File: src/rtl/evb_pkg.sv
package evb_pkg;

    localparam int EVB_ADDR_W = 32;
    localparam int EVB_DATA_W = 32;
    localparam int EVB_WORDS  = 4;

    typedef enum logic [1:0] {
        EVB_EMPTY = 2'd0,
        EVB_HOLD  = 2'd1,
        EVB_DRAIN = 2'd2
    } evb_state_e;

    typedef struct packed {
        logic full;
        logic draining;
    } evb_status_t;

    function automatic evb_state_e evb_next(
        input evb_state_e cur,
        input logic       take,
        input logic       fill,
        input logic       last_acc
    );
        evb_state_e nxt;
        nxt = cur;
        case (cur)
            EVB_EMPTY: if (take) nxt = fill ? EVB_DRAIN : EVB_HOLD;
            EVB_HOLD:  if (fill) nxt = EVB_DRAIN;
            EVB_DRAIN: if (last_acc) nxt = EVB_EMPTY;
            default:   nxt = EVB_EMPTY;
        endcase
        return nxt;
    endfunction

    function automatic evb_status_t evb_status(input evb_state_e st);
        evb_status_t s;
        s.full     = (st != EVB_EMPTY);
        s.draining = (st == EVB_DRAIN);
        return s;
    endfunction

endpackage

File: src/rtl/evb_ctrl.sv
module evb_ctrl
    import evb_pkg::*;
#(
    parameter int WORDS = EVB_WORDS,
    localparam int IDX_W = $clog2(WORDS)
) (
    input  logic             clk,
    input  logic             rst,
    input  logic             ld_valid,
    input  logic             fill_done,
    input  logic             mem_ready,
    output logic             ld_take,
    output logic [IDX_W-1:0] word_idx,
    output evb_status_t      status
);

    localparam logic [IDX_W-1:0] LAST_IDX = IDX_W'(WORDS - 1);

    evb_state_e       state_q;
    logic [IDX_W-1:0] idx_q;
    logic             accept;
    logic             last_acc;

    assign status   = evb_status(state_q);
    assign ld_take  = ld_valid && (state_q == EVB_EMPTY);
    assign accept   = status.draining && mem_ready;
    assign last_acc = accept && (idx_q == LAST_IDX);
    assign word_idx = idx_q;

    always_ff @(posedge clk) begin
        if (rst) begin
            state_q <= EVB_EMPTY;
        end else begin
            state_q <= evb_next(state_q, ld_take, fill_done, last_acc);
        end
    end

    always_ff @(posedge clk) begin
        if (rst || ld_take) begin
            idx_q <= '0;
        end else if (accept) begin
            idx_q <= last_acc ? '0 : idx_q + 1'b1;
        end
    end

    AST_NO_EARLY_DRAIN: assert property (@(posedge clk) disable iff (rst)
        (state_q == EVB_HOLD && !fill_done) |=> !status.draining);

    AST_STALL_HOLDS_WORD: assert property (@(posedge clk) disable iff (rst)
        (status.draining && !mem_ready) |=> (status.draining && $stable(idx_q)));

    AST_LOAD_SETS_FULL: assert property (@(posedge clk) disable iff (rst)
        ld_take |=> status.full);

    AST_LAST_EMPTIES: assert property (@(posedge clk) disable iff (rst)
        last_acc |=> !status.full);

endmodule

File: src/rtl/evb_store.sv
module evb_store #(
    parameter int TAG_W  = 28,
    parameter int DATA_W = 32,
    parameter int WORDS  = 4,
    localparam int IDX_W = $clog2(WORDS)
) (
    input  logic                    clk,
    input  logic                    rst,
    input  logic                    ld_take,
    input  logic [TAG_W-1:0]        ld_tag,
    input  logic [WORDS*DATA_W-1:0] ld_data,
    input  logic [IDX_W-1:0]        word_idx,
    output logic [TAG_W-1:0]        tag,
    output logic [DATA_W-1:0]       word
);

    logic [TAG_W-1:0]  tag_q;
    logic [DATA_W-1:0] words_q [WORDS];

    always_ff @(posedge clk) begin
        if (rst) begin
            tag_q <= '0;
        end else if (ld_take) begin
            tag_q <= ld_tag;
        end
    end

    for (genvar g = 0; g < WORDS; g++) begin : g_word
        always_ff @(posedge clk) begin
            if (rst) begin
                words_q[g] <= '0;
            end else if (ld_take) begin
                words_q[g] <= ld_data[g*DATA_W +: DATA_W];
            end
        end
    end

    assign tag  = tag_q;
    assign word = words_q[word_idx];

    AST_TAG_KEPT: assert property (@(posedge clk) disable iff (rst)
        !ld_take |=> $stable(tag_q));

endmodule

File: src/rtl/evict_line_buffer.sv
module evict_line_buffer
    import evb_pkg::*;
#(
    parameter int ADDR_W = EVB_ADDR_W,
    parameter int DATA_W = EVB_DATA_W,
    parameter int WORDS  = EVB_WORDS,
    localparam int BYTES   = DATA_W / 8,
    localparam int BYTE_SH = $clog2(BYTES),
    localparam int IDX_W   = $clog2(WORDS),
    localparam int TAG_W   = ADDR_W - IDX_W - BYTE_SH
) (
    input  logic                    clk,
    input  logic                    rst,
    input  logic                    ld_valid,
    input  logic [TAG_W-1:0]        ld_tag,
    input  logic [WORDS*DATA_W-1:0] ld_data,
    input  logic                    fill_done,
    output logic                    mem_valid,
    input  logic                    mem_ready,
    output logic [ADDR_W-1:0]       mem_addr,
    output logic [DATA_W-1:0]       mem_data,
    output logic                    buf_full,
    output logic                    buf_busy
);

    logic             ld_take;
    logic [IDX_W-1:0] word_idx;
    logic [TAG_W-1:0] tag;
    evb_status_t      status;

    evb_ctrl #(
        .WORDS(WORDS)
    ) u_ctrl (
        .clk      (clk),
        .rst      (rst),
        .ld_valid (ld_valid),
        .fill_done(fill_done),
        .mem_ready(mem_ready),
        .ld_take  (ld_take),
        .word_idx (word_idx),
        .status   (status)
    );

    evb_store #(
        .TAG_W (TAG_W),
        .DATA_W(DATA_W),
        .WORDS (WORDS)
    ) u_store (
        .clk     (clk),
        .rst     (rst),
        .ld_take (ld_take),
        .ld_tag  (ld_tag),
        .ld_data (ld_data),
        .word_idx(word_idx),
        .tag     (tag),
        .word    (mem_data)
    );

    assign mem_addr  = {tag, word_idx, {BYTE_SH{1'b0}}};
    assign mem_valid = status.draining;
    assign buf_busy  = status.draining;
    assign buf_full  = status.full;

    AST_VALID_NEEDS_FULL: assert property (@(posedge clk) disable iff (rst)
        mem_valid |-> buf_full);

    AST_ADDR_STEP: assert property (@(posedge clk) disable iff (rst)
        (mem_valid && mem_ready && word_idx != IDX_W'(WORDS - 1))
        |=> (mem_valid && mem_addr == $past(mem_addr) + ADDR_W'(BYTES)));

    AST_STALL_STABLE: assert property (@(posedge clk) disable iff (rst)
        (mem_valid && !mem_ready) |=> ($stable(mem_addr) && $stable(mem_data)));

endmodule

File: config.mk
export PLATFORM = sky130hd
export DESIGN_NAME = evict_line_buffer
export DESIGN_NICKNAME = d
export VERILOG_FILES = /design/src/rtl/evb_pkg.sv /design/src/rtl/evb_ctrl.sv /design/src/rtl/evb_store.sv /design/src/rtl/evict_line_buffer.sv
export SDC_FILE = /design/constraint.sdc
export NUM_CORES = 1
export LEC_CHECK = 0
export BUFFER_PORTS_ARGS = -buffer_cell sky130_fd_sc_hd__buf_2
export CELL_PAD_IN_SITES_DETAIL_PLACEMENT = 1
export CELL_PAD_IN_SITES_GLOBAL_PLACEMENT = 1
export CORE_UTILIZATION = 45
export CTS_BUF_LIST = sky130_fd_sc_hd__clkbuf_8
export CTS_CLUSTER_DIAMETER = 100
export DETAILED_ROUTE_END_ITERATION = 6
export PLACE_DENSITY = 0.95
export SLEW_MARGIN = 10
export SYNTH_ARGS = -nofsm -noshare
export SYNTH_HDL_FRONTEND = slang
export SYNTH_SLANG_ARGS = --single-unit
export TNS_END_PERCENT = 100
File: constraint.sdc
create_clock -name clk -period 9.2 [get_ports clk]
set_clock_uncertainty 0.2 [all_clocks]
set_input_delay 1.38 -clock clk [delete_from_list [all_inputs] [get_ports clk]]
set_output_delay 1.38 -clock clk [all_outputs]
set_load 0.1 [all_outputs]
Word-level counts from Yosys, hierarchy flattened --
Memories as Yosys holds them, arrays and structs flattened. A register that Yosys moved wholly into a read port is not among the register bits. Index checks and enable logic that the tools add are counted.
Word-level totals: register bits 32, bits in latches 0, RAM bits 128, memory bits (read-only) 0, input port bits 161, output and inout port bits 67, memories 1
Memory list:
- u_store.words_q | depth 4, width 32, rd ports 1, clocked after Yosys merged registers in 1, write ports 4, line evb_store.sv:18 | logic [DATA_W-1:0] words_q [WORDS];
Cells by class: add/subtract/negate cells 1, multiply operators 0, div/mod/pow operators 0, order comparisons 0, eq/ne operators 6, shifts and indexed selects 0, multiplexer cells 17, bitwise logic cells 4, reduce and logical (&&, ||, !) cells 7
Operator list (number):
- $mux 32 | 4
- $mux 2 | 7
- $pmux 2 s3 | 1
- $mux 1 | 5
- $eq 2x2->1 const B | 2
- $ne 2x1->1 const B | 2
- $or 1x1->1 | 4
- $logic_and 1x1->1 | 3
- $reduce_and 3->1 | 1
- $add 2x1->2 const B | 1
- $eq 2x1->1 const B | 1
- $logic_not 2->1 | 1
- $ne 2x2->1 const B | 1
- $reduce_bool 2->1 | 1
- $logic_or 1x1->1 | 1

Depth between registers and ports, before layout --
Gate-level depths: netlist of run 1.
depth after elaboration 6, mapped depth 6, gate-level depth less buffers 4

By module --
From an unflattened synthesis of run 1, not the netlist that was laid out.
Unflattened totals: cell total of the unflattened synthesis 426, area total of the unflattened synthesis 6739.0 sq um
Modules (own cells, without submodules):
- evb_store | instances 1, cells an instance 401, area each 6520.0 sq um
- evb_ctrl | instances 1, cells an instance 21, area each 192.7 sq um
- evict_line_buffer | instances 1, cells an instance 4, area each 26.3 sq um

Worst setup path after synthesis of run 1 --
OpenSTA, ideal clock, no wires.
path type register to output, start reg u_ctrl.state_q[1], end out mem_valid, arrival time 2.338 ns, required time 7.620 ns, slack 5.282 ns, cell stages (with the launch flop) 3, cells stage by stage dfxtp_1 -> nor2b_1 -> buf_4
Between the ends: longest elaborated chain between the ends 1
RTL lines:
- start: declaration | line evb_ctrl.sv:19 | evb_state_e state_q;
- start signal: assignment | line evb_ctrl.sv:34 | state_q <= evb_next(state_q, ld_take, fill_done, last_acc);
- $eq 2x2->1 | line evb_pkg.sv:38 | s.draining = (st == EVB_DRAIN);
- end: declaration | line evict_line_buffer.sv:18 | output logic mem_valid,
No other way between the ends.

==> results of run 1 <==
[cell type report]
cell class | count | area [sq um]
Antenna cell | 1 | 2.50
Clock buffer | 18 | 248
Clock inverter | 14 | 136
Fill cell | 1396 | 5890
Inverter | 2 | 10.0
Multi-Input combinational cell | 207 | 1910
Sequential cell | 162 | 4530
Tap cell | 180 | 225
Timing Repair Buffer | 229 | 1160
[sequential cells by signal (all words and copies together), names as in the netlist, named ones only]
name / count
u_store.tag: 28
u_ctrl.state_q: 2
u_ctrl.word_idx: 2
u_store.words_q: 128
[synth_stat cells (all sizes together)]
master	instances	area, sq um
a21oi	4	23.8
a22o	28	245
and2	128	801
buf	17	124
clkbuf	13	63.8
conb	1	3.75
dfxtp	34	681
edfxtp	128	3840
ha	1	12.5
inv	2	7.50
mux2i	1	10.0
mux4	32	721
nand2	2	7.51
nand3b	1	7.51
nor2	3	11.3
nor2b	1	6.26
nor4	1	6.26
nor4b	1	23.8
or3	1	6.26
or3b	1	8.76
[worst register-to-register path: cells and delay by family (launching register included)]
| kind | cells | cell delay, ns |
|---|---|---|
| flip-flops | 1 | 0.39 |
| buffers and inverters | 2 | 1.48 |
| AO/OA/AOI/OAI | 1 | 0.25 |
| AND/OR/NAND/NOR | 1 | 0.27 |
[layer usage]
layer	vias up	part of all wire [%]	wire (um)
met1	2012	36	5660
li1	1915	-	-
met5	-	0	0
met3	23	4.7	737
met4	0	2.4	371
met2	143	57	8960
[power by group]
| part | leakage, nW | switching, mW | internal (mW) |
|---|---|---|---|
| sequential | 1.67 | 0.0223 | 0.856 |
| combinational | 1.68 | 0.248 | 0.0795 |
| clock | 0.221 | 0.244 | 0.267 |
| total | 3.57 | 0.514 | 1.20 |
[worst max-delay path by stage]
stage | from | to | slack (ns) | cells after the start
after floorplan | u_ctrl.state_q[1] | mem_valid | 5.28 | 2
after global placement | ld_valid | u_store.words_q[0][31] | 5.01 | 4
after detailed placement | ld_valid | u_store.words_q[3][31] | 4.79 | 4
after CTS | flip-flop | mem_data[24] | 5.15 | 3
after global routing | flip-flop | mem_data[24] | 5.06 | 3
final | flip-flop | mem_data[24] | 5.24 | 3
[cell families after synthesis]
group	share of synthesized area (%)
flip-flops	68.4
AND/OR/NAND/NOR	13.3
multiplexers	11.0
AO/OA/AOI/OAI	4.07
buffers and inverters	2.95
adder cells (fa/ha/maj)	0.189
other	0.0567
[stage by stage]
stage	std cells	utilization, %	area, sq um
floorplan	401	-	6620
global placement	780	55.5	7820
detailed placement	780	55.5	7820
CTS	812	58.2	8200
global route	813	58.2	8210
finish	813	58.2	8210
==> flow_summary.toml, run 1 <==
[run_status]
outcome = "finished, final reports clean"

[logic_synthesis]
ys_seq_elements = 162
synth_cell_types = 26
syn_inst = 400
yosys_warnings = 0
yosysSeqAreaShare_pct = 68.4
syn_area_sq_mm = 0.00661
syn-mean-instance-area_sq_um = 16.5

[power]
total_power_mw = 1.72
leakagePower_nw = 3.57
power_density_mw_per_mm2 = 209
ir_worst_vdd_mv = 0.116

[global_routing]
met1_usage_pct = 21.9
grt_overflow_total = 0
grt_pass1_vias = 4463
antenna_found_initial = 1
met2_usage_pct = 40.5
grt-busiest-layer = "met2"
grtUsageTotal_pct = 21.1
grt_pass1_wl_mm = 23.0
grt_start_max_net_pins = 80
grtUsageMet3_pct = 4.38

[hold_path]
hold_depth = 1
worst_hold_startpoint = "u_store.tag[7]"
min_to = "u_store.tag[7]"
hold_path.class = "reg -> reg"

[sta]
rsz0062_at_grt = "false"
final_period_minus_worst_setup_slack_ns = 3.96
hold_violations = 0
tightest_slew_ns = 0.922
slew_headroom_pct = 38.5
setup_tns_ns = 0
drv_slew = 0
setup_viol_count_final = 0
period_share_pct = 43.0
timing.fmax_mhz = 253
whs_ns = 0.280
setup_slack_ns = 5.24

[floorplanning]
start_util_pct = 46.9
placementRows = 43
pin_count = 228
die_area_sq_mm = 0.0152
die_height_um = 123
die_w_um = 123
core_sq_mm = 0.0141

[clock_network]
cts_setup_buffers = 0
hold_buffers = 0
clkSlewWorstSetupHoldPaths_ns = 0.08
cts_resized = 0
cts_tree = "done"
clkLatencyLatePin_ns = 0.44
cts_buffers = 17
cts.htree.levels = 4
ctsLongestPathBuffers = 2
cts.sinks = 162
cts-root-buf = "clkbuf_8"

[setup_path]
critPathMaxFanout = 26
cp.required_ns = 7.62
timing.critical_path.slowest_stage_cell = "mux4_2"
cp_cell_sequence = "buf_4 > mux4_2 > buf_2"
r2r_end = "u_store.words_q[0][26]"
path_buf_inv = 2
rr_startpoint = "u_ctrl.state_q[1]"
endpoint_kind = "output pin"
critical_path_class = "reg -> out"
reg2reg_slack_ns = 6.22
cp_slowest_stage_delay_ns = 0.60
crit_arrival_ns = 2.38
r2r_cells = 4
startpoint_type = "flip-flop"
cp_top_family = "buffers and inverters"

[place]
dp_hpwl_mm = 11.4
numPortBuffers = 225
gp_congestion = 0.742
dpl_worst_slack_ns = 4.79

[flow_run]
max_cap_viol_count = 0

[drt]
via_per_inst = 5.03
postRouteAntennaNets = 0
drt_iter0_markers = 171
route.detailed.drc = 0
dr_total_vias = 4093
wl_per_cell_um = 19.3
dr.pass1.iters = 5
totalWireLength_mm = 15.7

[cells_and_area]
syn_to_final_growth_pct = 24.1
final_common_cell = "buf_2"
nets = 781
final_cell_mix = "225 x buf_2, 128 x and2_1, 128 x edfxtp_1"
drive_gt1_share_pct = 46.2
(Power assumes the default switching activity.)
==> run 2: changes to the inputs <==
CORE_UTILIZATION = 42   (was 45)
PLACE_DENSITY = 0.93   (was 0.95)
clock period = 4.09 ns   (was 9.2 ns; I/O delays follow)
==> flow_summary.toml, run 2 (synthesized netlist as in run 1, its figures left out) <==
[power]
cell_internal_pwr_mw = 2.65
switching_share_pct = 31.1
seq_power_share_pct = 51.4
ir_worst_vdd_mv = 0.230
power_switching_mw = 1.19
p_clk_share_pct = 29.4
power_density_mw_per_mm2 = 465
leakagePower_nw = 3.57
combPwrFrac_pct = 19.2

[cells_and_area]
nets = 783
num_antenna_cells = 0
largest_register = "u_store.words_q"
final_cell_area_sq_mm = 0.00826
final_cell_mix = "225 x buf_2, 128 x and2_1, 128 x edfxtp_1"
final_common_cell = "buf_2"
syn_to_final_growth_pct = 24.9
largest_register_ffs = 128
drive_gt1_share_pct = 47.0
fillers = 1544

[clock_network]
cts_resized = 0
cts-root-buf = "clkbuf_8"
hold_buffers = 0
clkSlewWorstSetupHoldPaths_ns = 0.10
cts.htree.levels = 4
cts_buffers = 17
ctsLongestPathBuffers = 2
cts_setup_buffers = 0
cts_tree = "done"
clkLatencyLatePin_ns = 0.45
cts.sinks = 162

[sta]
slew_headroom_pct = 37.7
timing.fmax_mhz = 317
setup_tns_ns = 0
tightest_slew_ns = 0.934
period_share_pct = 77.0
setup_viol_count_final = 0
rsz0062_at_grt = "false"
hold_violations = 0
drv_slew = 0
final_period_minus_worst_setup_slack_ns = 3.15

[setup_path]
cp_top_family = "flip-flops"
endpoint_kind = "output pin"
timing.critical_path.slowest_stage_cell = "dfxtp_2"
crit_arrival_ns = 2.34
cp_cell_sequence = "buf_4 > mux4_2 > buf_2"
cp.required_ns = 3.28
critical_path_class = "reg -> out"
cp_slowest_stage_delay_ns = 0.67
critPathMaxFanout = 15
path_buf_inv = 2
startpoint_type = "flip-flop"

[run_status]
outcome = "finished, final reports clean"

[drt]
route.detailed.drc = 0
drt_iter0_markers = 228
wl_per_cell_um = 18.1
via_per_inst = 4.90
totalWireLength_mm = 15.3
dr.pass1.iters = 4
dr_total_vias = 4138
postRouteAntennaNets = 0

[floorplanning]
placementRows = 45
die_height_um = 127
pin_count = 228
core_sq_mm = 0.0153
die_w_um = 127
start_util_pct = 43.3
die_area_sq_mm = 0.0163

[global_routing]
grt_pass1_wl_mm = 23.4
grt_pass1_vias = 4562
grt-busiest-layer = "met2"
met2_usage_pct = 33.6
grt_overflow_total = 0
grt_start_max_net_pins = 156
grtUsageMet3_pct = 6.83
met1_usage_pct = 22.0
antenna_found_initial = 2
grtUsageTotal_pct = 19.5

[hold_path]
hold_path.class = "in -> reg"

[place]
numPortBuffers = 225
dp_hpwl_mm = 10.8
postPlaceCellArea_sq_mm = 0.00788
gp_congestion = 0.767

[flow_run]
max_cap_viol_count = 0
[run 2: path summary, 6_finish.rpt]
check	slack, ns	start	cells past startpoint	endpoint
worst max-delay path	0.94	flip-flop	3	mem_data[4]
worst min-delay path	0.14	fill_done	2	u_ctrl.state_q[0]
worst max register to register	1.67	u_ctrl.state_q[1]	5	u_store.words_q[1][10]
worst min register to register	0.28	u_store.tag[18]	1	u_store.tag[18]
[run 2: cell type report]
type	count	area, sq um	share of cell area (%)
inverters	2	10.0	0.121
multi-input cells	207	1900	23.0
clock buffers	17	234	2.83
repair buffers	231	1190	14.4
flip-flops and latches	162	4530	54.8
clock inverters	15	143	1.73
well taps	211	264	3.20
[run 2: per-layer routing]
metal	share of wire (%)	up-vias
met3	8.1	25
met5	0.059	-
met1	39	2000
met4	2.2	2
li1	-	1916
met2	51	195
[run 2: metrics by stage]
step | hold slack (ns) | worst slack (ns) | power (mW) | std cells | utilization, %
finish | 0.138 | 0.940 | 3.84 | 845 | 54.2
global route | 0.100 | 0.733 | 3.97 | 845 | 54.2
CTS | 0.100 | 0.800 | 3.88 | 845 | 54.1
detailed placement | 0.258 | 1.32 | 2.75 | 813 | 51.7
global placement | 0.258 | 1.32 | 2.73 | 813 | 51.7
floorplan | 0.315 | 0.938 | 2.58 | 401 | -
[run 2: power groups by stage]
stage | Sequential (mW) | Clock (mW) | Combinational [mW]
3_3_place_gp | 2.00 | 0 | 0.725
2_1_floorplan | 2.14 | 0 | 0.442
4_1_cts | 1.98 | 1.16 | 0.743
6_report | 1.97 | 1.13 | 0.737
3_5_place_dp | 2.01 | 0 | 0.741
5_1_grt | 1.99 | 1.21 | 0.769
==> run 3: changes to the inputs <==
ABC_AREA = 1   (was not set)
CORE_UTILIZATION = 37   (was 42)
PLACE_DENSITY = 0.89   (was 0.93)
clock period = 2.79 ns   (was 4.09 ns; I/O delays follow)
==> flow_summary.toml, run 3 <==
[run_status]
outcome = "finished, final reports clean"

[clock_network]
cts.htree.levels = 4
clkSlewWorstSetupHoldPaths_ns = 0.10
cts-root-buf = "clkbuf_8"
cts.sinks = 162
cts_buffers = 17
ctsLongestPathBuffers = 2
clkLatencyLatePin_ns = 0.45
cts_tree = "done"

[setup_path]
startpoint_type = "flip-flop"
cp.required_ns = 2.17
endpoint_kind = "output pin"
crit_arrival_ns = 2.01
critical_path_class = "reg -> out"
critPathMaxFanout = 33

[logic_synthesis]
synth-adder-area-share_pct = 0.154
synth_top_family_by_area = "simple AND/OR/NAND/NOR gates"
synth_xor_area_share_pct = 0
synth_cell_types = 22
synthFlopType = "edfxtp_1"
syn_inst = 803
synth.area.top_cells = "edfxtp_1 47%, nor2_4 14%, inv_1 9.1%, dfxtp_1 8.4%, nand2_1 7.2%"
ys_seq_elements = 162
synth-compound-area-share_pct = 7.08
synth_top_area_share_pct = 47.3
syn-mean-instance-area_sq_um = 10.1
yosysSeqAreaShare_pct = 55.7
syn_area_sq_mm = 0.00813
synth.largest_area_cell = "edfxtp_1"
ys_async_sr_fraction_pct = 0
synthTopCellsByCount = "198 x inv_1, 156 x nand2_1, 128 x edfxtp_1"
yosysMostFrequentCell = "inv_1"
synth_edf_count = 128
yosys.area_share.simple_pct = 23.2
synth_mux_area_share_pct = 0
yosys_warnings = 0

[floorplanning]
die_area_sq_mm = 0.0226
die_height_um = 150
die_w_um = 150
pin_count = 228
core_sq_mm = 0.0213
start_util_pct = 38.2
placementRows = 53

[global_routing]
grt_pass1_vias = 6700
antenna_found_initial = 3
grt_overflow_total = 0
grt_pass1_wl_mm = 32.3
grt_start_max_net_pins = 51
grtUsageTotal_pct = 19.0

[hold_path]
hold_path.class = "in -> reg"

[cells_and_area]
drive_gt1_share_pct = 36.1
final_cell_mix = "222 x buf_2, 198 x inv_1, 155 x nand2_1"
final_common_cell = "buf_2"
largest_register = "u_store.words_q"
nets = 1211
largest_register_ffs = 128
syn_to_final_growth_pct = 25.2

[sta]
setup_viol_count_final = 0
drv_slew = 0
final_period_minus_worst_setup_slack_ns = 2.63
rsz0062_at_grt = "false"
hold_violations = 0
slew_headroom_pct = 65.4
timing.fmax_mhz = 380
setup_slack_ns = 0.159
setup_tns_ns = 0
period_share_pct = 94.3
tightest_slew_ns = 0.523

[place]
gp_congestion = 0.847
numPortBuffers = 225
dp_hpwl_mm = 14.6
dpl_worst_slack_ns = 0.614

[power]
total_power_mw = 6.02
power_density_mw_per_mm2 = 592
leakagePower_nw = 4.81
ir_worst_vdd_mv = 0.281

[drt]
postRouteAntennaNets = 0
dr.pass1.iters = 4
wl_per_cell_um = 15.3
totalWireLength_mm = 20.5
dr_total_vias = 6061
via_per_inst = 4.52
drt_iter0_markers = 214
route.detailed.drc = 0

[flow_run]
max_cap_viol_count = 0
[run 3: area by class of cell]
type | count | area, sq um
well taps | 275 | 344
multi-input cells | 399 | 2500
clock inverters | 15 | 148
flip-flops and latches | 162 | 4530
clock buffers | 17 | 234
repair buffers | 270 | 1650
fillers | 2466 | 11100
diodes | 4 | 10.0
inverters | 199 | 754
[run 3: kinds of logic (layout without fill, tap and decap cells)]
logic type | Yosys count | count (layout)
other | 1 | 6
buffers and inverters | 243 | 501
DFF | 162 | 162
AOI/OAI and AO/OA | 99 | 99
adders and majority gates | 1 | 1
and+or+nand+nor | 297 | 297
[run 3: final timing paths]
check	start	to	slack, ns	cells past startpoint
max reg2reg	u_ctrl.state_q[1]	u_store.words_q[0][11]	0.88	6
max	flip-flop	mem_data[7]	0.16	4
min	fill_done	u_ctrl.state_q[0]	0.04	4
min reg2reg	u_store.tag[12]	u_store.tag[12]	0.25	2
[run 3: metal layers]
layer / track usage (%) / vias to the layer above / share of wire, %
met5: 0 / - / 0
met4: 8.99 / 0 / 3.0
met3: 4.94 / 35 / 5.7
met2: 35.4 / 178 / 53
met1: 19.6 / 2911 / 38
li1: - / 2937 / -
[run 3: repair_timing]
| action | 4_1_cts | 5_1_grt |
|---|---|---|
| hold buffers | 28 | 0 |
| endpoints found under the setup margin | 0 | 3 |
| resized for setup | 0 | 3 |
| setup buffers | 0 | 0 |
| endpoints found under the hold margin | 28 | 0 |
[run 3: critical path: stages (launching register included)]
cell      delay (ns)
dfxtp_4         0.59
buf_4           0.31
o211ai_1        0.14
nand2_1         0.08
buf_2           0.42
[run 3: through the flow]
step	hold WS, ns	instances	instance area [sq um]	util, %
after global routing	0.0286	1340	10200	47.8
after detailed placement	0.229	1277	9500	44.6
after global placement	0.223	1277	9500	44.6
after floorplan	0.329	804	8130	-
after CTS	0.00833	1337	10200	47.7
final	0.0384	1341	10200	47.8
[run 3: report_power, final]
group          total (mW)  internal, mW  switching, mW
clock                1.72         0.736          0.984
sequential           2.90          2.82         0.0727
combinational        1.41         0.313           1.09
total                6.02          3.87           2.15
